## src/rtl/i2cw_pkg.sv

```systemverilog
package i2cw_pkg;
   localparam int BYTE_W = 8;

   typedef enum logic [2:0] {
      ST_IDLE,
      ST_ADDR,
      ST_DATA,
      ST_ACK,
      ST_SKIP
   } bus_state_t;

   typedef enum logic [1:0] {
      PH_INDEX,
      PH_HIGH,
      PH_LOW
   } word_phase_t;
endpackage

```

## src/rtl/i2cw_line_sync.sv

```systemverilog
module i2cw_line_sync #(
   parameter int STAGES = 2
) (
   input  logic clk,
   input  logic rst_n,
   input  logic line_in,
   output logic lvl,
   output logic prev
);
   if (STAGES < 2) begin : g_bad_depth
      $error("i2cw_line_sync: STAGES must be at least 2");
   end

   for (genvar g = 0; g < STAGES; g++) begin : g_stage
      logic q;
      if (g == 0) begin : g_first
         always_ff @(posedge clk or negedge rst_n)
            if (!rst_n) q <= 1'b1;
            else        q <= line_in;
      end else begin : g_next
         always_ff @(posedge clk or negedge rst_n)
            if (!rst_n) q <= 1'b1;
            else        q <= g_stage[g-1].q;
      end
   end

   assign lvl = g_stage[STAGES-1].q;

   always_ff @(posedge clk or negedge rst_n)
      if (!rst_n) prev <= 1'b1;
      else        prev <= lvl;
endmodule

```

## src/rtl/i2cw_byte_rx.sv

```systemverilog
module i2cw_byte_rx
   import i2cw_pkg::*;
#(
   parameter int ADDR_W = 7
) (
   input  logic              clk,
   input  logic              rst_n,
   input  logic              scl_lvl,
   input  logic              scl_rise,
   input  logic              scl_fall,
   input  logic              start_det,
   input  logic              stop_det,
   input  logic              sda_lvl,
   input  logic [ADDR_W-1:0] dev_addr,
   output logic              sda_pull,
   output logic              frame_open,
   output logic              byte_stb,
   output logic [BYTE_W-1:0] byte_q
);
   localparam int CNT_W = $clog2(BYTE_W + 1);

   if (ADDR_W + 1 != BYTE_W) begin : g_bad_addr
      $error("i2cw_byte_rx: address plus direction bit must fill one byte");
   end

   bus_state_t        state;
   logic [CNT_W-1:0]  bit_cnt;
   logic [BYTE_W-1:0] shreg;
   logic              addr_hit;
   logic              byte_full;

   assign addr_hit  = (shreg[BYTE_W-1:1] == dev_addr) && !shreg[0];
   assign byte_full = (bit_cnt == CNT_W'(BYTE_W));

   always_ff @(posedge clk or negedge rst_n) begin
      if (!rst_n) begin
         state      <= ST_IDLE;
         bit_cnt    <= '0;
         shreg      <= '0;
         byte_q     <= '0;
         sda_pull   <= 1'b0;
         frame_open <= 1'b0;
         byte_stb   <= 1'b0;
      end else begin
         frame_open <= 1'b0;
         byte_stb   <= 1'b0;
         if (start_det) begin
            state    <= ST_ADDR;
            bit_cnt  <= '0;
            sda_pull <= 1'b0;
         end else if (stop_det) begin
            state    <= ST_IDLE;
            bit_cnt  <= '0;
            sda_pull <= 1'b0;
         end else begin
            case (state)
               ST_ADDR, ST_DATA: begin
                  if (scl_rise && !byte_full) begin
                     shreg   <= {shreg[BYTE_W-2:0], sda_lvl};
                     bit_cnt <= bit_cnt + 1'b1;
                  end else if (scl_fall && byte_full) begin
                     bit_cnt <= '0;
                     if (state == ST_ADDR) begin
                        if (addr_hit) begin
                           sda_pull   <= 1'b1;
                           frame_open <= 1'b1;
                           state      <= ST_ACK;
                        end else begin
                           state <= ST_SKIP;
                        end
                     end else begin
                        sda_pull <= 1'b1;
                        byte_stb <= 1'b1;
                        byte_q   <= shreg;
                        state    <= ST_ACK;
                     end
                  end
               end
               ST_ACK: begin
                  if (scl_fall) begin
                     sda_pull <= 1'b0;
                     state    <= ST_DATA;
                  end
               end
               default: ;
            endcase
         end
      end
   end

   AST_ACK_ON_LOW_SCL: assert property (@(posedge clk) disable iff (!rst_n)
      $rose(sda_pull) |-> !scl_lvl);
   AST_SKIP_SILENT: assert property (@(posedge clk) disable iff (!rst_n)
      (state == ST_SKIP) |-> !sda_pull && !byte_stb);
   AST_BYTE_PULSE: assert property (@(posedge clk) disable iff (!rst_n)
      byte_stb |=> !byte_stb);
   AST_STOP_IDLE: assert property (@(posedge clk) disable iff (!rst_n)
      (stop_det && !start_det) |=> (state == ST_IDLE) && !sda_pull);
endmodule

```

## src/rtl/i2cw_word_asm.sv

```systemverilog
module i2cw_word_asm
   import i2cw_pkg::*;
#(
   parameter int IDX_W    = 8,
   parameter int DATA_W   = 16,
   parameter int SUB_SPAN = 64
) (
   input  logic              clk,
   input  logic              rst_n,
   input  logic              frame_open,
   input  logic              byte_stb,
   input  logic [BYTE_W-1:0] byte_q,
   input  logic              auto_inc,
   input  logic              resync,
   input  logic              full_access,
   output logic              wr_en,
   output logic [IDX_W-1:0]  wr_idx,
   output logic [DATA_W-1:0] wr_data
);
   localparam int HALF_W = DATA_W / 2;

   if (HALF_W != BYTE_W || DATA_W % 2 != 0) begin : g_bad_data
      $error("i2cw_word_asm: a word must be exactly two bytes");
   end
   if (IDX_W != BYTE_W) begin : g_bad_idx
      $error("i2cw_word_asm: the index must be one byte");
   end
   if (SUB_SPAN < 1 || SUB_SPAN > (1 << IDX_W)) begin : g_bad_span
      $error("i2cw_word_asm: SUB_SPAN out of the index range");
   end

   word_phase_t       phase;
   logic [IDX_W-1:0]  idx_r;
   logic [HALF_W-1:0] hi_r;
   logic              in_span;
   logic              cmt_vld,  hold_vld;
   logic [IDX_W-1:0]  cmt_idx,  hold_idx;
   logic [DATA_W-1:0] cmt_data, hold_data;

   assign in_span = full_access || ({1'b0, idx_r} < (IDX_W+1)'(SUB_SPAN));

   always_ff @(posedge clk or negedge rst_n) begin
      if (!rst_n) begin
         phase    <= PH_INDEX;
         idx_r    <= '0;
         hi_r     <= '0;
         cmt_vld  <= 1'b0;
         cmt_idx  <= '0;
         cmt_data <= '0;
      end else begin
         cmt_vld <= 1'b0;
         if (frame_open) begin
            phase <= PH_INDEX;
         end else if (byte_stb) begin
            case (phase)
               PH_INDEX: begin
                  idx_r <= byte_q;
                  phase <= PH_HIGH;
               end
               PH_HIGH: begin
                  hi_r  <= byte_q;
                  phase <= PH_LOW;
               end
               default: begin
                  cmt_vld  <= in_span;
                  cmt_idx  <= idx_r;
                  cmt_data <= {hi_r, byte_q};
                  if (auto_inc) idx_r <= idx_r + 1'b1;
                  phase <= PH_HIGH;
               end
            endcase
         end
      end
   end

   always_ff @(posedge clk or negedge rst_n) begin
      if (!rst_n) begin
         hold_vld  <= 1'b0;
         hold_idx  <= '0;
         hold_data <= '0;
      end else begin
         hold_vld  <= cmt_vld;
         hold_idx  <= cmt_idx;
         hold_data <= cmt_data;
      end
   end

   always_comb begin
      if (resync) begin
         wr_en   = hold_vld;
         wr_idx  = hold_idx;
         wr_data = hold_data;
      end else begin
         wr_en   = cmt_vld;
         wr_idx  = cmt_idx;
         wr_data = cmt_data;
      end
   end

   AST_WR_PULSE: assert property (@(posedge clk) disable iff (!rst_n)
      wr_en |=> !wr_en);
   AST_SUB_RANGE: assert property (@(posedge clk) disable iff (!rst_n)
      (wr_en && !full_access) |-> ({1'b0, wr_idx} < (IDX_W+1)'(SUB_SPAN)));
   AST_RESYNC_LAT: assert property (@(posedge clk) disable iff (!rst_n)
      (wr_en && resync) |-> $past(cmt_vld));
endmodule

```

## src/rtl/i2c_dual_addr_regwr.sv

```systemverilog
module i2c_dual_addr_regwr
   import i2cw_pkg::*;
#(
   parameter int                ADDR_W      = 7,
   parameter logic [ADDR_W-1:0] MAIN_ADDR   = 7'h5A,
   parameter logic [ADDR_W-1:0] SUB_ADDR    = 7'h2C,
   parameter int                SYNC_STAGES = 2,
   parameter int                IDX_W       = 8,
   parameter int                DATA_W      = 16,
   parameter int                SUB_SPAN    = 64
) (
   input  logic              clk,
   input  logic              rst_n,
   input  logic              scl_in,
   input  logic              sda_in,
   output logic              sda_pull,
   input  logic              addr_select,
   input  logic              resync_en,
   input  logic              auto_inc,
   output logic              wr_en,
   output logic [IDX_W-1:0]  wr_idx,
   output logic [DATA_W-1:0] wr_data
);
   if (MAIN_ADDR == SUB_ADDR) begin : g_bad_pair
      $error("i2c_dual_addr_regwr: the two device addresses must differ");
   end

   logic scl_lvl, scl_prev, sda_lvl, sda_prev;
   logic scl_rise, scl_fall, start_det, stop_det;
   logic frame_open, byte_stb;
   logic [BYTE_W-1:0] byte_q;
   logic [ADDR_W-1:0] dev_addr;

   i2cw_line_sync #(.STAGES(SYNC_STAGES)) u_scl_sync (
      .clk(clk), .rst_n(rst_n), .line_in(scl_in), .lvl(scl_lvl), .prev(scl_prev));
   i2cw_line_sync #(.STAGES(SYNC_STAGES)) u_sda_sync (
      .clk(clk), .rst_n(rst_n), .line_in(sda_in), .lvl(sda_lvl), .prev(sda_prev));

   assign scl_rise  = scl_lvl && !scl_prev;
   assign scl_fall  = !scl_lvl && scl_prev;
   assign start_det = scl_lvl && scl_prev && sda_prev && !sda_lvl;
   assign stop_det  = scl_lvl && scl_prev && !sda_prev && sda_lvl;
   assign dev_addr  = addr_select ? MAIN_ADDR : SUB_ADDR;

   i2cw_byte_rx #(.ADDR_W(ADDR_W)) u_rx (
      .clk(clk), .rst_n(rst_n), .scl_lvl(scl_lvl), .scl_rise(scl_rise),
      .scl_fall(scl_fall), .start_det(start_det), .stop_det(stop_det),
      .sda_lvl(sda_lvl), .dev_addr(dev_addr), .sda_pull(sda_pull),
      .frame_open(frame_open), .byte_stb(byte_stb), .byte_q(byte_q));

   i2cw_word_asm #(.IDX_W(IDX_W), .DATA_W(DATA_W), .SUB_SPAN(SUB_SPAN)) u_asm (
      .clk(clk), .rst_n(rst_n), .frame_open(frame_open), .byte_stb(byte_stb),
      .byte_q(byte_q), .auto_inc(auto_inc), .resync(resync_en),
      .full_access(addr_select), .wr_en(wr_en), .wr_idx(wr_idx), .wr_data(wr_data));

   AST_START_RELEASE: assert property (@(posedge clk) disable iff (!rst_n)
      start_det |=> !sda_pull);
   AST_FRAME_ACKED: assert property (@(posedge clk) disable iff (!rst_n)
      frame_open |-> sda_pull);
endmodule

```

## config.mk

```make
export PLATFORM = sky130hd
export DESIGN_NAME = i2c_dual_addr_regwr
export DESIGN_NICKNAME = d
export VERILOG_FILES = /design/src/rtl/i2cw_pkg.sv /design/src/rtl/i2cw_line_sync.sv /design/src/rtl/i2cw_byte_rx.sv /design/src/rtl/i2cw_word_asm.sv /design/src/rtl/i2c_dual_addr_regwr.sv
export SDC_FILE = /design/constraint.sdc
export NUM_CORES = 1
export LEC_CHECK = 0
export BUFFER_PORTS_ARGS = -buffer_cell sky130_fd_sc_hd__buf_2
export CORE_UTILIZATION = 57
export CTS_CLUSTER_SIZE = 12
export DETAILED_ROUTE_END_ITERATION = 10
export HOLD_SLACK_MARGIN = 0.1
export PLACE_DENSITY = 0.79
export SLEW_MARGIN = 30
export SYNTH_ARGS = -nofsm -noshare
export SYNTH_HDL_FRONTEND = slang
export SYNTH_SLANG_ARGS = --single-unit
export TNS_END_PERCENT = 30
```

## constraint.sdc

```tcl
create_clock -name clk -period 2.25 [get_ports clk]
set_input_delay 0.225 -clock clk [delete_from_list [all_inputs] [get_ports clk]]
set_output_delay 0.225 -clock clk [all_outputs]
set_load 0.005 [all_outputs]
```

# Word level (Yosys, flattened, before mapping)
# Cells that the tools add are included.
# classes
addsub,2
order_cmp,1
eq_ne,10
mux,46
bitwise,7
reduce_logical,33
# op_table
operator,count
$mux W1,24
$mux W3,7
$mux W4,5
$mux W16,1
$mux W8,2
$pmux W8 S2,1
$reduce_and A4 Y1,3
$logic_and A1 B1 Y1,10
$add A8 B1 Y8 const B,1
$lt A8 B7 Y1 const B,1
$ne A4 B3 Y1 const B,2
$reduce_bool A4 Y1,2
$eq A7 B7 Y1,1
$mux W7,1
$not A1 Y1,7
$eq A3 B2 Y1 const B,2
$logic_not A1 Y1,6
$mux W2,3
$pmux W3 S2,1
$reduce_and A3 Y1,2
$reduce_and A6 Y1,1
$ne A5 B4 Y1 const B,1
$reduce_and A5 Y1,1
$add A4 B1 Y4 const B,1
other kinds (11),13
# totals
reg_bits,100
in_bits,7
out_inout_bits,26
word_cells,121

# Longest topological paths before layout
# Gate-level depths: netlist (run 1).
# logic_depth
word_depth,10
depth_mapped,7
depth_no_buf,7

# Modules after synthesis
# A second synthesis (run 1) with hierarchy kept.
# hier_totals
hier_cells,310
area_unflattened_um2,4224.1
# modules_own_cells
mod,instances,cells_each,area_per_inst_um2
i2cw_word_asm,1,197,2767.7
i2cw_byte_rx,1,100,1255.0
i2cw_line_sync,2,3,78.8
i2c_dual_addr_regwr,1,7,43.8

# Worst setup path after synthesis (run 1)
# OpenSTA, ideal clock, no wires.
# synth_timing
path_kind,register -> register
start,register u_rx.bit_cnt[0]
end,register u_rx.shreg[2]
arrival_time_ns,1.688
path_slack_ns,0.437
stages_incl_launch_ff,7
n_path_buf,1
synth_period_minus_slack_ns,1.813
cell_sequence,dfrtp_1 -> inv_1 -> ha_1 -> and3b_1 -> nor4_4 -> buf_4 -> mux2_2
# synth_between
elab_chain_cells,4
# synth_rtl
item,line,rtl
from (decl),i2cw_byte_rx.sv:27,logic [CNT_W-1:0] bit_cnt;
from (signal assigned),i2cw_byte_rx.sv:60,bit_cnt <= bit_cnt + 1'b1;
$eq A4 B4 Y1,i2cw_byte_rx.sv:33,assign byte_full = (bit_cnt == CNT_W'(BYTE_W));
$logic_not A1 Y1,i2cw_byte_rx.sv:58,if (scl_rise && !byte_full) begin
$logic_and A1 B1 Y1,i2cw_byte_rx.sv:58,
$reduce_and A4 Y1 (no source line),-,
to (signal assigned),i2cw_byte_rx.sv:59,"shreg <= {shreg[BYTE_W-2:0], sda_lvl};"
to (decl),i2cw_byte_rx.sv:28,logic [BYTE_W-1:0] shreg;
# No other way between the ends.
# A chain may end at the register's enable or synchronous reset.

# Final worst setup path (run 1)
# layout_timing
start,register u_rx.bit_cnt[0]
end,register u_rx.shreg[0]
# The elaborated chain is that of the path after synthesis.

==> results of run 1 <==
-- per-layer routing --
layer	up-vias	wire length [um]
li1	1151	-
met1	1255	3160
met2	47	3440
met3	6	201
met4	0	86
met5	-	0
-- flip-flops by register name (all words and copies together) (netlist names), 4 cells and up --
signal,count
u_asm.cmt_data,16
u_asm.hold_data,16
u_asm.cmt_idx,8
u_asm.hi_r,8
u_asm.hold_idx,8
u_asm.idx_r,8
u_rx.byte_q,8
u_rx.shreg,8
u_rx.bit_cnt,4
-- report_power, final --
group / switching, mW / internal [mW]
registers: 0.112 / 1.89
clock network: 0.645 / 0.533
logic: 0.152 / 0.150
-- per-stage QoR --
stage,power [mW],cell area (um2),hold WS [ns],util (%),std cells
2_1_floorplan,2.22,4080,-0.0706,-,299
3_3_place_gp,2.31,4370,0.196,63.6,422
3_5_place_dp,2.34,4370,0.197,63.6,422
4_1_cts,3.51,4610,0.129,67.1,441
5_1_grt,3.63,4610,0.156,67.1,441
6_report,3.49,4610,0.140,67.1,441
-- path summary, 6_finish.rpt --
| kind | start | to | slack [ns] | cells past startpoint |
|---|---|---|---|---|
| min in group asynchronous | rst_n | u_asm.cmt_idx[1]$_DFFE_PN0P_ | 0.33 | 2 |
| hold reg to reg | u_sda_sync.g_stage[0].q$_DFF_PN1_ | u_sda_sync.lvl$_DFF_PN1_ | 0.36 | 0 |
| setup reg to reg | u_rx.bit_cnt[0]$_DFFE_PN0P_ | u_rx.shreg[0]$_DFFE_PN0P_ | 0.23 | 6 |
| max in group asynchronous | rst_n | u_sda_sync.prev$_DFF_PN1_ | 1.27 | 3 |
| hold / removal | addr_select | u_asm.cmt_vld$_DFF_PN0_ | 0.14 | 3 |
| setup / recovery | u_rx.bit_cnt[0]$_DFFE_PN0P_ | u_rx.shreg[0]$_DFFE_PN0P_ | 0.23 | 6 |
-- worst max-delay path: cells and delay by family, from the launching register on --
kind | cells | cell delay (ns)
adder cells (fa/ha/maj) | 1 | 0.19
buffers and inverters | 2 | 0.31
flip-flops | 1 | 0.41
multiplexers | 1 | 0.35
AND/OR/NAND/NOR | 2 | 0.65
-- cell families after synthesis --
family	count (synthesis)	synth area share, %
multiplexers	74	20.4
flip-flops	100	61.5
AO/OA/AOI/OAI	35	5.52
adder cells (fa/ha/maj)	3	0.920
XOR/XNOR	4	0.859
AND/OR/NAND/NOR	67	9.08
buffers and inverters	16	1.69
-- cell usage in the layout, fill, tap and decap left out, drive strengths merged, types with 4 or more instances in the layout --
master	count
dfstp	6
buf	38
o21ai	9
dfrtp	94
inv	7
mux2	74
nor2	21
clkbuf	9
a31oi	4
nand3	6
nand2	13
a21oi	10
-- final cells by class --
cell class	count	area, um2
multi-input cells	183	1500
inverters	5	18.8
clock inverters	7	85.1
clock buffers	9	124
flip-flops and latches	100	2510
fillers	518	2260
repair buffers	41	250
well taps	96	120
-- repair_timing --
| item | in CTS | in global routing |
|---|---|---|
| endpoints found under the hold margin | 34 | 0 |
| hold buffers | 3 | 0 |
| endpoints found under the setup margin | 0 | 0 |
==> results by stage, run 1 <==
Critical path:
- Among all stages on the critical path, the largest delay is contributed by sky130_fd_sc_hd__nor4_4.
- The endpoint type of the worst setup path is a flop.
- Data on the critical path arrives at its endpoint at about 2.3 ns.
- The setup path with the least slack is of type reg -> reg.
- The stage delay of the slowest cell on the critical path is 0.42 ns.
- The element type at the critical path start is a flop.
- The signal on the critical path passes through inv_1 > ha_1 > and3b_1 > nor4_4 > buf_4 > mux2_2.
- The biggest fanout along the worst timing path is 8.
- STA puts the critical path data required time at between 2 and 3 ns.

Clock network:
- The register clock-pin slew on the reported worst setup and hold paths is 0.10 ns.
- The maximum buffer depth of the clock tree is 2.
- TritonCTS created 9 clock buffers.
- TritonCTS built the clock tree.
- The H-tree was split into 3 levels.
- The clock net in this run drives a total of 100 sinks.
- For the worst-skew pair, the clock arrives at the later sink with an insertion delay of 0.36 ns.
- The post-CTS resize count is 0.
- The tree is rooted in a sky130_fd_sc_hd__clkbuf_8.
- The buffer count from post-CTS setup fixing is 0.

Route:
- The mean number of vias per cell is 5.58.
- The detailed router finished its first iteration with between 100 and 150 violations.
- The final route contains between 2k and 2.5k vias.
- The detail route stage leaves a number of antenna-violating nets equal to 0.
- The number of detailed-routing iterations run before antenna repair is 4.
- The average detailed-routed wire length per instance is roughly 16 um.
- The overall routed net length is between 6000 and 7000 um.
- After detailed routing, the number of remaining DRC violations is 0.

Synthesis:
- The synthesized design contains 0 enable-type register cells.
- In the post-synthesis netlist, the cell with the most instances is sky130_fd_sc_hd__dfrtp_1.
- The sequential fraction of the synthesis area is approximately three fifths.
- Yosys printed 0 warnings.
- Ranked by instance count, the synthesized netlist is headed by sky130_fd_sc_hd__dfrtp_1, sky130_fd_sc_hd__mux2_2, sky130_fd_sc_hd__nor2_1, sky130_fd_sc_hd__nand2_1, sky130_fd_sc_hd__a21oi_1.
- In the synthesized netlist the async set-or-reset flop fraction comes to 100%.
- In this run, synthesis produced a sequential element count of 100.
- The proportion of netlist area held by the largest area contributor is just under 60%.
- The biggest area consumer among synthesized cells is sky130_fd_sc_hd__dfrtp_1.
- The most used flip-flop cell after synthesis is sky130_fd_sc_hd__dfrtp_1.
- The cell area after synthesis is roughly 0.004 mm2.
- The post-synthesis area per instance is between 10 and 15 um2.
- After synthesis, the netlist uses 44 different library cells.
- Synthesis produced a netlist whose cell count is 299.
- The number of nets in the synthesized netlist is 309.
- Yosys attributes the largest share of cell area to sky130_fd_sc_hd__dfrtp_1, sky130_fd_sc_hd__mux2_2, sky130_fd_sc_hd__dfstp_2, sky130_fd_sc_hd__nor2_1, sky130_fd_sc_hd__a21oi_1.

GRT:
- The initial antenna violation count is 0.
- The layer flagged by global routing as most heavily used is met2.
- The pin count of the biggest net entering global routing is just under 50.
- Global routing used roughly a quarter of the available met1 tracks.
- The met2 track demand over resource is between 30% and 40%.
- The global-route met3 utilization is 4.76%.
- After global routing the overflow that remains totals 0.
- The number of global-route vias before repair is about 2.4k.
- Global routing consumed, over all layers together, approximately 20% of the routing resources.
- The global-route wire length before repair is 11400 um.

Cells and area:
- The share of layout cells above drive strength 1 is 40.9%.
- The relative area change from synthesis to final layout is 13.0%.
- The number of antenna diodes in the final layout is 0.
- The number of nets at the end of the flow is 350.

STA:
- For the final database, setup skew stands at 0.00602 ns.
- The smallest clock period supported by the final layout is computed as roughly 2.0 ns.
- The slew at the pin closest to its max-slew limit is 0.571 ns.
- Setup violations remaining at the end of the flow were counted as 0.
- In the final timing run, aggregate negative setup slack is 0 ns.
- Setup repair after global routing left no endpoint under its margin.
- The number of max-slew violations in the final report is 0.
- In the finished design, the share of the clock period the worst path needs comes to about nine tenths.
- The maximum frequency from static timing analysis is about 500 MHz.
- The post-route worst setup slack is approximately 0.23 ns.
- The worst pin sits at a relative slew slack of approximately three fifths.
- The number of hold-slack violations in the final timing report is 0.

Floorplanning:
- The die footprint is 0.00750 mm2.
- The die is between 80 and 90 um wide.
- The number of top-level pins is 33.
- After floorplanning, the core was divided into 30 placement rows.
- The initial cell density of the core is about three fifths.
- The die height is approximately 87 um.
- The area of the placeable core is 0.00687 mm2.

Power:
- The leakage component of the power is about 2.3 nW.
- VDD sags by at most 0.574 mV.
- The total power per unit cell area is around 760 mW/mm2.

Place:
- The congestion estimate from routability-driven global placement came to between 0.8 and 0.9.
- Timing analysis after detailed placement gives a worst setup slack of between 0.2 and 0.25 ns.
- Port buffering added 32 buffers.
- Summed over all nets, the half-perimeter wirelength after detailed placement is between 4000 and 5000 um.

Outcome:
- The flow ran to the end, and the final reports show no timing, DRC or antenna violations.

Worst hold path:
- The min-delay analysis places its worst path in the category in -> reg.

Run:
- The count of max-cap constraint violations is 0.
(Power assumes the default switching activity.)
==> inputs of run 2 (changes only) <==
--- a/config.mk
+++ b/config.mk
@@ -6,11 +6,14 @@
 export NUM_CORES = 1
 export LEC_CHECK = 0
 export BUFFER_PORTS_ARGS = -buffer_cell sky130_fd_sc_hd__buf_2
-export CORE_UTILIZATION = 57
+export CELL_PAD_IN_SITES_DETAIL_PLACEMENT = 0
+export CELL_PAD_IN_SITES_GLOBAL_PLACEMENT = 1
+export CORE_ASPECT_RATIO = 0.7
+export CORE_UTILIZATION = 49
 export CTS_CLUSTER_SIZE = 12
 export DETAILED_ROUTE_END_ITERATION = 10
 export HOLD_SLACK_MARGIN = 0.1
-export PLACE_DENSITY = 0.79
+export PLACE_DENSITY = 0.82
 export SLEW_MARGIN = 30
 export SYNTH_ARGS = -nofsm -noshare
 export SYNTH_HDL_FRONTEND = slang
==> results by stage, run 2 (synthesis results as in run 1) <==
Outcome:
- The flow ran to the end, but the final reports show violations.
- The checks that failed: DRC.

Floorplanning:
- The initial cell density of the core is 51.2% (-8.2 points).
- The number of top-level pins is 33 (unchanged).
- The cell row count was 27 (-10%).
- The die height is 78.3 um (-9.5%).
- The die footprint was 0.00870 mm2 (+16%).
- The horizontal die dimension is 111 um (+28%).
- The area of the placeable core is 0.00797 mm2 (+16%).

STA:
- Setup repair after global routing left no endpoint under its margin.
- The final count of negative-setup-slack endpoints is 0 (unchanged).
- The final period utilization is 82.0% (-7.5 points).
- The number of max-slew violations in the final report is 0 (unchanged).
- The shortest period the worst path allows was 1.85 ns (-0.169 ns).
- The final-layout setup total negative slack is 0 ns (unchanged).
- The maximum frequency from static timing analysis is 542 MHz (+9.2%).
- The worst slew margin relative to its limit came to 59.7% (-2.0 points).
- The slew at the pin closest to its max-slew limit came to 0.601 ns (+0.0302 ns).
- The worst hold slack is 0.153 ns (+0.0126 ns).
- The number of hold-slack violations in the final timing report is 0 (unchanged).
- The worst clock skew is 0.00777 ns (+0.00175 ns).

Route:
- The overall routed net length is 6990 um (+1.5%).
- The routed via count is 2382 (-3.1%).
- The number of design rule violations left after detail routing is 10 (+10).
- The number of detailed-routing iterations run before antenna repair is 7 (+3).
- The average detailed-routed wire length per instance is 15.7 um (+0.37%).
- The mean number of vias per cell is 5.34 (-4.2%).
- The post-route antenna net violation count is 0 (unchanged).
- The number of DRC markers after the initial detailed-route iteration is 122 (+20%).

Clock network:
- The register clock-pin slew on the reported worst setup and hold paths is 0.07 ns (-0.03 ns).
- The H-tree depth is 3 (unchanged).
- TritonCTS built the clock tree.
- The clock latency reported for the late side of the worst-skew pair is 0.35 ns (about the same).
- The number of clock buffers inserted by TritonCTS is 9 (unchanged).
- The count of clock tree sinks came to 100 (unchanged).
- The post-CTS resize count came to 0 (unchanged).
- Clock tree synthesis selected as its root buffer the cell sky130_fd_sc_hd__clkbuf_16.
- The maximum buffer depth of the clock tree was 2 (unchanged).

Place:
- The HPWL reported at the end of detailed placement was 4710 um (about the same).
- The number of I/O port buffers is 32 (unchanged).
- The standard cell area after detailed placement came to 0.00438 mm2 (+0.14%).
- The routability-driven placement congestion ratio is 0.762 (-7.9%).

GRT:
- The global-route usage over all layers is 18.5% (-1.8 points).
- The aggregate global routing overflow is 0 (unchanged).
- The global-route wire length before repair is 12300 um (+7.4%).
- The initial antenna violation count is 0 (unchanged).
- The pin count of the biggest net entering global routing is 55 (+12%).
- The number of global-route vias before repair is 2380 (-1.3%).

Worst hold path:
- The startpoint identified for the worst hold timing path is addr_select.
- The worst hold endpoint is u_asm.cmt_vld$_DFF_PN0_.
- The number of cells on the worst hold path is 3 (unchanged).
- The path type of the worst min-delay path is in -> reg.

Cells and area:
- Relative to the synthesized area, the layout overhead comes to 15.2%.
- Leaving out fill and tap cells, the most frequent cell in the layout is sky130_fd_sc_hd__dfrtp_1.
- The largest registers in the layout are u_asm.cmt_data x16, u_asm.hold_data x16.
- In the layout the commonest cells are sky130_fd_sc_hd__dfrtp_1, sky130_fd_sc_hd__mux2_2, sky130_fd_sc_hd__buf_2.
- The share of layout cells above drive strength 1 came to 40.9% (unchanged).
- The finished layout cell area is 0.00470 mm2 (+2.0%).
- The diode insertion count for antenna repair is 0 (unchanged).
- The final design utilization is 59.0% (-8.1 points).
- The number of nets at the end of the flow came to 350 (unchanged).

Critical path:
- The signal on the critical path passes through inv_1 > ha_1 > and3b_1 > nor4_4 > buf_4 > mux2_2.
- The arrival time reported for the critical path endpoint was 2.07 ns (-0.19 ns).
- The startpoint of the most critical register-to-register path is u_rx.bit_cnt[0]$_DFFE_PN0P_.
- The biggest fanout along the worst timing path is 14 (+6).
- The critical path depth in cells is 6 (unchanged).
- The required time at the worst-slack endpoint is 2.48 ns (-0.02 ns).
- On the critical path, the stage with the largest delay is an instance of sky130_fd_sc_hd__dfrtp_1.
- The setup slack on the worst flop-to-flop path is 0.40 ns (+0.17 ns).
- The family with the most delay on the worst path is simple AND/OR/NAND/NOR gates.
- The element type at the critical path start is a flop.
- The critical path in this run is classified as reg -> reg.
- The worst setup path is captured at a flop.
- The number of buffers and inverters on the critical path was 2 (unchanged).
- The stage delay of the slowest cell on the critical path is 0.40 ns (-0.02 ns).
- The worst register-to-register path ends at u_rx.shreg[1]$_DFFE_PN0P_.
- The number of cell instances on the worst register-to-register path is 6 (unchanged).
- The launching element of the worst setup path is u_rx.bit_cnt[0]$_DFFE_PN0P_.

Power:
- The worst vdd rail ir drop is 0.606 mV (+5.6%).
- The leakage component of the power is 2.37 nW (+1.7%).
- The total power draw came to 3.79 mW (+8.7%).
- The total power per unit cell area is 806 mW/mm2 (+6.6%).

Run:
- The count of max-cap constraint violations is 0 (unchanged).
-- run 2: cell count changes in the layout (fill, tap and decap cells not counted) --
cell                        before  now
sky130_fd_sc_hd__bufinv_16       1    0
sky130_fd_sc_hd__inv_8           2    4
sky130_fd_sc_hd__clkinv_4        2    1
sky130_fd_sc_hd__clkbuf_16       0    9
sky130_fd_sc_hd__clkbuf_8        9    0
-- run 2: worst max path at each step --
stage               slack [ns]                          end
CTS                       0.39    u_rx.shreg[1]$_DFFE_PN0P_
global route              0.30  u_rx.bit_cnt[0]$_DFFE_PN0P_
detailed placement        0.39    u_rx.shreg[5]$_DFFE_PN0P_
global placement          0.49    u_rx.shreg[7]$_DFFE_PN0P_
finish                    0.40    u_rx.shreg[1]$_DFFE_PN0P_
floorplan                 0.44    u_rx.shreg[2]$_DFFE_PN0P_
-- run 2: timing repair --
item	in CTS	in global routing
hold buffers	3	0
setup buffers	0	0
endpoints found under the hold margin	46	0
-- run 2: per-layer routing --
metal / part of all wire, % / wire (um) / GRT usage, % / vias to the layer above
li1: - / - / - / 1153
met1: 51 / 3560 / 26.4 / 1175
met2: 43 / 3040 / 26.8 / 43
met3: 4.1 / 289 / 5.41 / 11
met4: 1.4 / 99 / 6.89 / 0
met5: 0 / 0 / 0 / -
-- run 2: area by class of cell --
cell class / count / area [um2]
clock buffers: 9 / 225
clock inverters: 7 / 68.8
fillers: 644 / 3270
inverters: 5 / 18.8
multi-input cells: 183 / 1500
flip-flops and latches: 100 / 2510
well taps: 101 / 126
repair buffers: 41 / 250
-- run 2: metrics by stage --
| step | setup slack (ns) | std cells |
|---|---|---|
| floorplan | 0.437 | 299 |
| global placement | 0.489 | 427 |
| detailed placement | 0.387 | 427 |
| CTS | 0.387 | 446 |
| global route | 0.304 | 446 |
| finish | 0.404 | 446 |
-- run 2: where the power goes --
part           switching [mW]  internal, mW
registers               0.107          1.90
logic                   0.147         0.150
clock network           0.709         0.782
-- run 2: worst register-to-register path, delay by kind of cell (launching register included) --
kind | cells | cell delay, ns
simple gates | 2 | 0.48
flops | 1 | 0.40
mux | 1 | 0.36
buf+inv | 2 | 0.30
fa+ha+maj | 1 | 0.19
==> inputs of run 3 (changes only) <==
--- a/config.mk
+++ b/config.mk
@@ -5,15 +5,16 @@
 export SDC_FILE = /design/constraint.sdc
 export NUM_CORES = 1
 export LEC_CHECK = 0
+export ABC_AREA = 1
 export BUFFER_PORTS_ARGS = -buffer_cell sky130_fd_sc_hd__buf_2
 export CELL_PAD_IN_SITES_DETAIL_PLACEMENT = 0
 export CELL_PAD_IN_SITES_GLOBAL_PLACEMENT = 1
 export CORE_ASPECT_RATIO = 0.7
-export CORE_UTILIZATION = 49
+export CORE_UTILIZATION = 42
 export CTS_CLUSTER_SIZE = 12
 export DETAILED_ROUTE_END_ITERATION = 10
 export HOLD_SLACK_MARGIN = 0.1
-export PLACE_DENSITY = 0.82
+export PLACE_DENSITY = 0.78
 export SLEW_MARGIN = 30
 export SYNTH_ARGS = -nofsm -noshare
 export SYNTH_HDL_FRONTEND = slang
==> constraint.sdc (replaced) <==
create_clock -name clk -period 1.6 [get_ports clk]
set_input_delay 0.16 -clock clk [delete_from_list [all_inputs] [get_ports clk]]
set_output_delay 0.16 -clock clk [all_outputs]
set_load 0.005 [all_outputs]
==> results by stage, run 3 <==
STA:
- The worst slew margin relative to its limit is 73.6% (+14 points).
- The shortest period the worst path allows is 1.54 ns (-0.308 ns).
- The final period utilization is 96.1% (+14 points).
- The maximum frequency from static timing analysis was 650 MHz (+20%).
- The final count of negative-setup-slack endpoints is 0 (unchanged).
- The number of max-slew violations in the final report is 0 (unchanged).
- Setup repair after global routing could not meet its margin everywhere.
- The worst clock skew is 0.00472 ns (-0.00305 ns).
- The number of hold-slack violations in the final timing report came to 0 (unchanged).
- The slew at the pin closest to its max-slew limit is 0.395 ns (-0.206 ns).

Cells and area:
- The area used by multi-input combinational logic is 0.00138 mm2 (-8.0%).
- The post-route non-filler standard cell count is 596 (+34%).
- The number of fillers in the final layout is 859 (+33%).
- The most common cell after layout, fill and taps aside is sky130_fd_sc_hd__dfrtp_1.
- The number of nets at the end of the flow is 479 (+37%).
- In the layout the commonest cells are sky130_fd_sc_hd__dfrtp_1, sky130_fd_sc_hd__nand2_1, sky130_fd_sc_hd__o21ai_0.
- The diode insertion count for antenna repair was 0 (unchanged).
- The relative area change from synthesis to final layout is 18.9%.
- The register area is 0.00251 mm2 (unchanged).
- The share of layout cells above drive strength 1 came to 22.0% (-19 points).
- The finished layout cell area is 0.00489 mm2 (+3.9%).
- The largest registers in the layout are u_asm.cmt_data x16, u_asm.hold_data x16.

Floorplanning:
- The horizontal die dimension is 120 um (+8.3%).
- The die footprint is 0.0102 mm2 (+17%).
- The number of top-level pins is 33 (unchanged).
- The die height is 84.8 um (+8.2%).
- The initial cell density of the core is 44.2% (-6.9 points).
- The area of the placeable core is 0.00929 mm2 (+17%).
- The cell row count is 29 (+7.4%).

Clock network:
- The tree is rooted in a sky130_fd_sc_hd__clkbuf_16.
- The count of clock tree sinks was 100 (unchanged).
- The H-tree depth is 3 (unchanged).
- TritonCTS built the clock tree.
- The maximum buffer depth of the clock tree came to 2 (unchanged).
- The clock latency reported for the late side of the worst-skew pair came to 0.34 ns (about the same).
- The number of clock buffers inserted by TritonCTS came to 9 (unchanged).
- The register clock-pin slew on the reported worst setup and hold paths is 0.06 ns (about the same).

GRT:
- The initial antenna violation count is 0 (unchanged).
- The pin count of the biggest net entering global routing is 32 (-42%).
- The aggregate global routing overflow is 0 (unchanged).
- The global-route usage over all layers is 17.1% (-1.3 points).
- The global-route wire length before repair came to 13200 um (+8.0%).
- The number of global-route vias before repair is 2720 (+14%).

Route:
- The overall routed net length came to 7760 um (+11%).
- The detailed route wirelength on metal3 came to 361 um (+25%).
- The total routed wire length on the met1 layer is 4110 um (+15%).
- The met2 wirelength from detailed routing came to 3170 um (+4.4%).
- The average detailed-routed wire length per instance was 13.0 um (-17%).
- The number of DRC markers after the initial detailed-route iteration is 134 (+9.8%).
- The post-route antenna net violation count is 0 (unchanged).
- The mean number of vias per cell was 4.82 (-9.7%).
- The routed via count is 2873 (+21%).
- The number of design rule violations left after detail routing is 0 (-10).
- The number of detailed-routing iterations run before antenna repair was 4 (-3).
- The highest metal layer with signal wires is met4.

Synthesis:
- The sequential fraction of the synthesis area is 61.1% (-0.45 points).
- The number of enable flip-flop cells after synthesis is 0 (unchanged).
- The cell area after synthesis is 0.00411 mm2 (+0.74%).
- For this run, the leading register cell type out of synthesis is sky130_fd_sc_hd__dfrtp_1.
- The post-synthesis area per instance is 9.76 um2 (-28%).
- Yosys attributes the largest share of cell area to sky130_fd_sc_hd__dfrtp_1, sky130_fd_sc_hd__nand2_1, sky130_fd_sc_hd__o21ai_0, sky130_fd_sc_hd__inv_1, sky130_fd_sc_hd__mux2_2.
- The fraction of registers with async set/reset is 100% (unchanged).
- The most frequent cell after synthesis is sky130_fd_sc_hd__dfrtp_1.
- The number of warnings issued by yosys is 0 (unchanged).
- The biggest area consumer among synthesized cells is sky130_fd_sc_hd__dfrtp_1.
- The number of distinct library cells after synthesis came to 32 (-27%).
- The synthesized netlist cell count came to 421 (+41%).
- The commonest cells after synthesis are sky130_fd_sc_hd__dfrtp_1, sky130_fd_sc_hd__nand2_1, sky130_fd_sc_hd__o21ai_0, sky130_fd_sc_hd__inv_1.
- The number of synthesized register bits was 100 (unchanged).
- The net count of the mapped netlist is 431 (+39%).
- The proportion of netlist area held by the largest area contributor came to 57.2% (-0.42 points).

Critical path:
- The element type at the critical path start is a flop.
- The required time at the worst-slack endpoint was 1.83 ns (-0.65 ns).
- STA classifies the critical path endpoint as a flop.
- The critical path start-end classification is reg -> reg.
- The setup slack on the worst flop-to-flop path came to 0.06 ns (-0.34 ns).
- The biggest fanout along the worst timing path was 5 (-9).
- The arrival time reported for the critical path endpoint came to 1.77 ns (-0.30 ns).

Worst hold path:
- In this run the worst hold path is classified as in -> reg.

Power:
- The total power draw came to 5.92 mW (+56%).
- The leakage component of the power is 2.47 nW (+4.3%).
- The worst vdd rail ir drop came to 0.835 mV (+38%).
- The total power per unit cell area is 1210 mW/mm2 (+50%).

Outcome:
- The run finished with clean final reports.

Place:
- The HPWL reported at the end of detailed placement came to 5460 um (+16%).
- The routability-driven placement congestion ratio came to 0.867 (+14%).
- The standard cell area after detailed placement came to 0.00449 mm2 (+2.5%).
- The total instance count after detailed placement is 576 (+35%).
- The number of I/O port buffers was 32 (unchanged).

Run:
- The count of max-cap constraint violations is 0 (unchanged).
run 3: cell types whose count changed after synthesis, sizes merged, moves of 3 or more:
cell and change:
a31oi -3, o21ai +59, clkbuf +3, nor2b -3, inv +47, nand2 +68
nand3 +11, nor2 +8, nor3b -3, and3b -3, mux2 -58, a21oi +14
run 3: where the power goes:
part	switching [mW]	internal, mW
sequential	0.125	2.69
clock	0.842	1.40
combinational	0.537	0.330
run 3: worst paths after layout:
kind,startpoint,endpoint,depth (start not counted)
hold / removal,addr_select,u_asm.cmt_vld$_DFF_PN0_,3
max in group asynchronous,rst_n,u_scl_sync.prev$_DFF_PN1_,3
min in group asynchronous,rst_n,u_asm.hold_idx[4]$_DFF_PN0_,2
setup / recovery,u_scl_sync.prev$_DFF_PN1_,u_rx.sda_pull$_DFFE_PN0P_,9
hold reg to reg,u_scl_sync.g_stage[0].q$_DFF_PN1_,u_scl_sync.lvl$_DFF_PN1_,0
setup reg to reg,u_scl_sync.prev$_DFF_PN1_,u_rx.sda_pull$_DFFE_PN0P_,9
run 3: area by class of cell:
| cell class | instances | share of cell area [%] |
|---|---|---|
| repair buffers | 50 | 6.91 |
| multi-input cells | 256 | 28.3 |
| clock inverters | 2 | 1.23 |
| well taps | 124 | 3.18 |
| clock buffers | 12 | 5.04 |
| inverters | 52 | 3.99 |
| flip-flops and latches | 100 | 51.4 |
run 3: what timing repair did:
item / CTS / global route
endpoints found under the hold margin: 52 / 0
gates resized for setup: 0 / 14
hold buffers: 3 / 0
setup buffers: 0 / 2
endpoints found under the setup margin: 0 / 25
run 3: critical path: stages (launching register included):
cell and delay, ns:
sky130_fd_sc_hd__dfstp_2 0.57, sky130_fd_sc_hd__nand2_1 0.09, sky130_fd_sc_hd__nor2_1 0.20, sky130_fd_sc_hd__nor2_1 0.07, sky130_fd_sc_hd__nand2_1 0.06, sky130_fd_sc_hd__nand2_1 0.09
sky130_fd_sc_hd__nor2_4 0.17, sky130_fd_sc_hd__nand2_2 0.08, sky130_fd_sc_hd__nand2_1 0.06, sky130_fd_sc_hd__o21ai_1 0.06
run 3: per-stage QoR:
step | TNS (ns) | utilization, % | hold WS [ns] | worst slack [ns]
6_report | 0 | 52.6 | 0.133 | 0.0622
5_1_grt | -0.0491 | 52.6 | 0.157 | -0.0156
4_1_cts | 0 | 51.9 | 0.124 | 0.0123
3_5_place_dp | 0 | 48.3 | 0.119 | 0.0324
3_3_place_gp | 0 | 48.3 | 0.118 | 0.0732
2_1_floorplan | 0 | - | -0.136 | 0.192
run 3: cell families after synthesis:
| group | after synthesis | share of synthesized area (%) |
|---|---|---|
| mux | 16 | 4.38 |
| fa+ha+maj | 3 | 0.913 |
| flops | 100 | 61.1 |
| xor+xnor | 4 | 0.852 |
| compound gates | 97 | 12.2 |
| simple gates | 135 | 14.3 |
| buf+inv | 66 | 6.30 |
run 3: per-layer routing:
| metal | vias up | GRT usage, % |
|---|---|---|
| met3 | 9 | 4.35 |
| met1 | 1354 | 25.5 |
| li1 | 1461 | - |
| met2 | 49 | 23.6 |
| met5 | - | 0 |
| met4 | 0 | 7.41 |
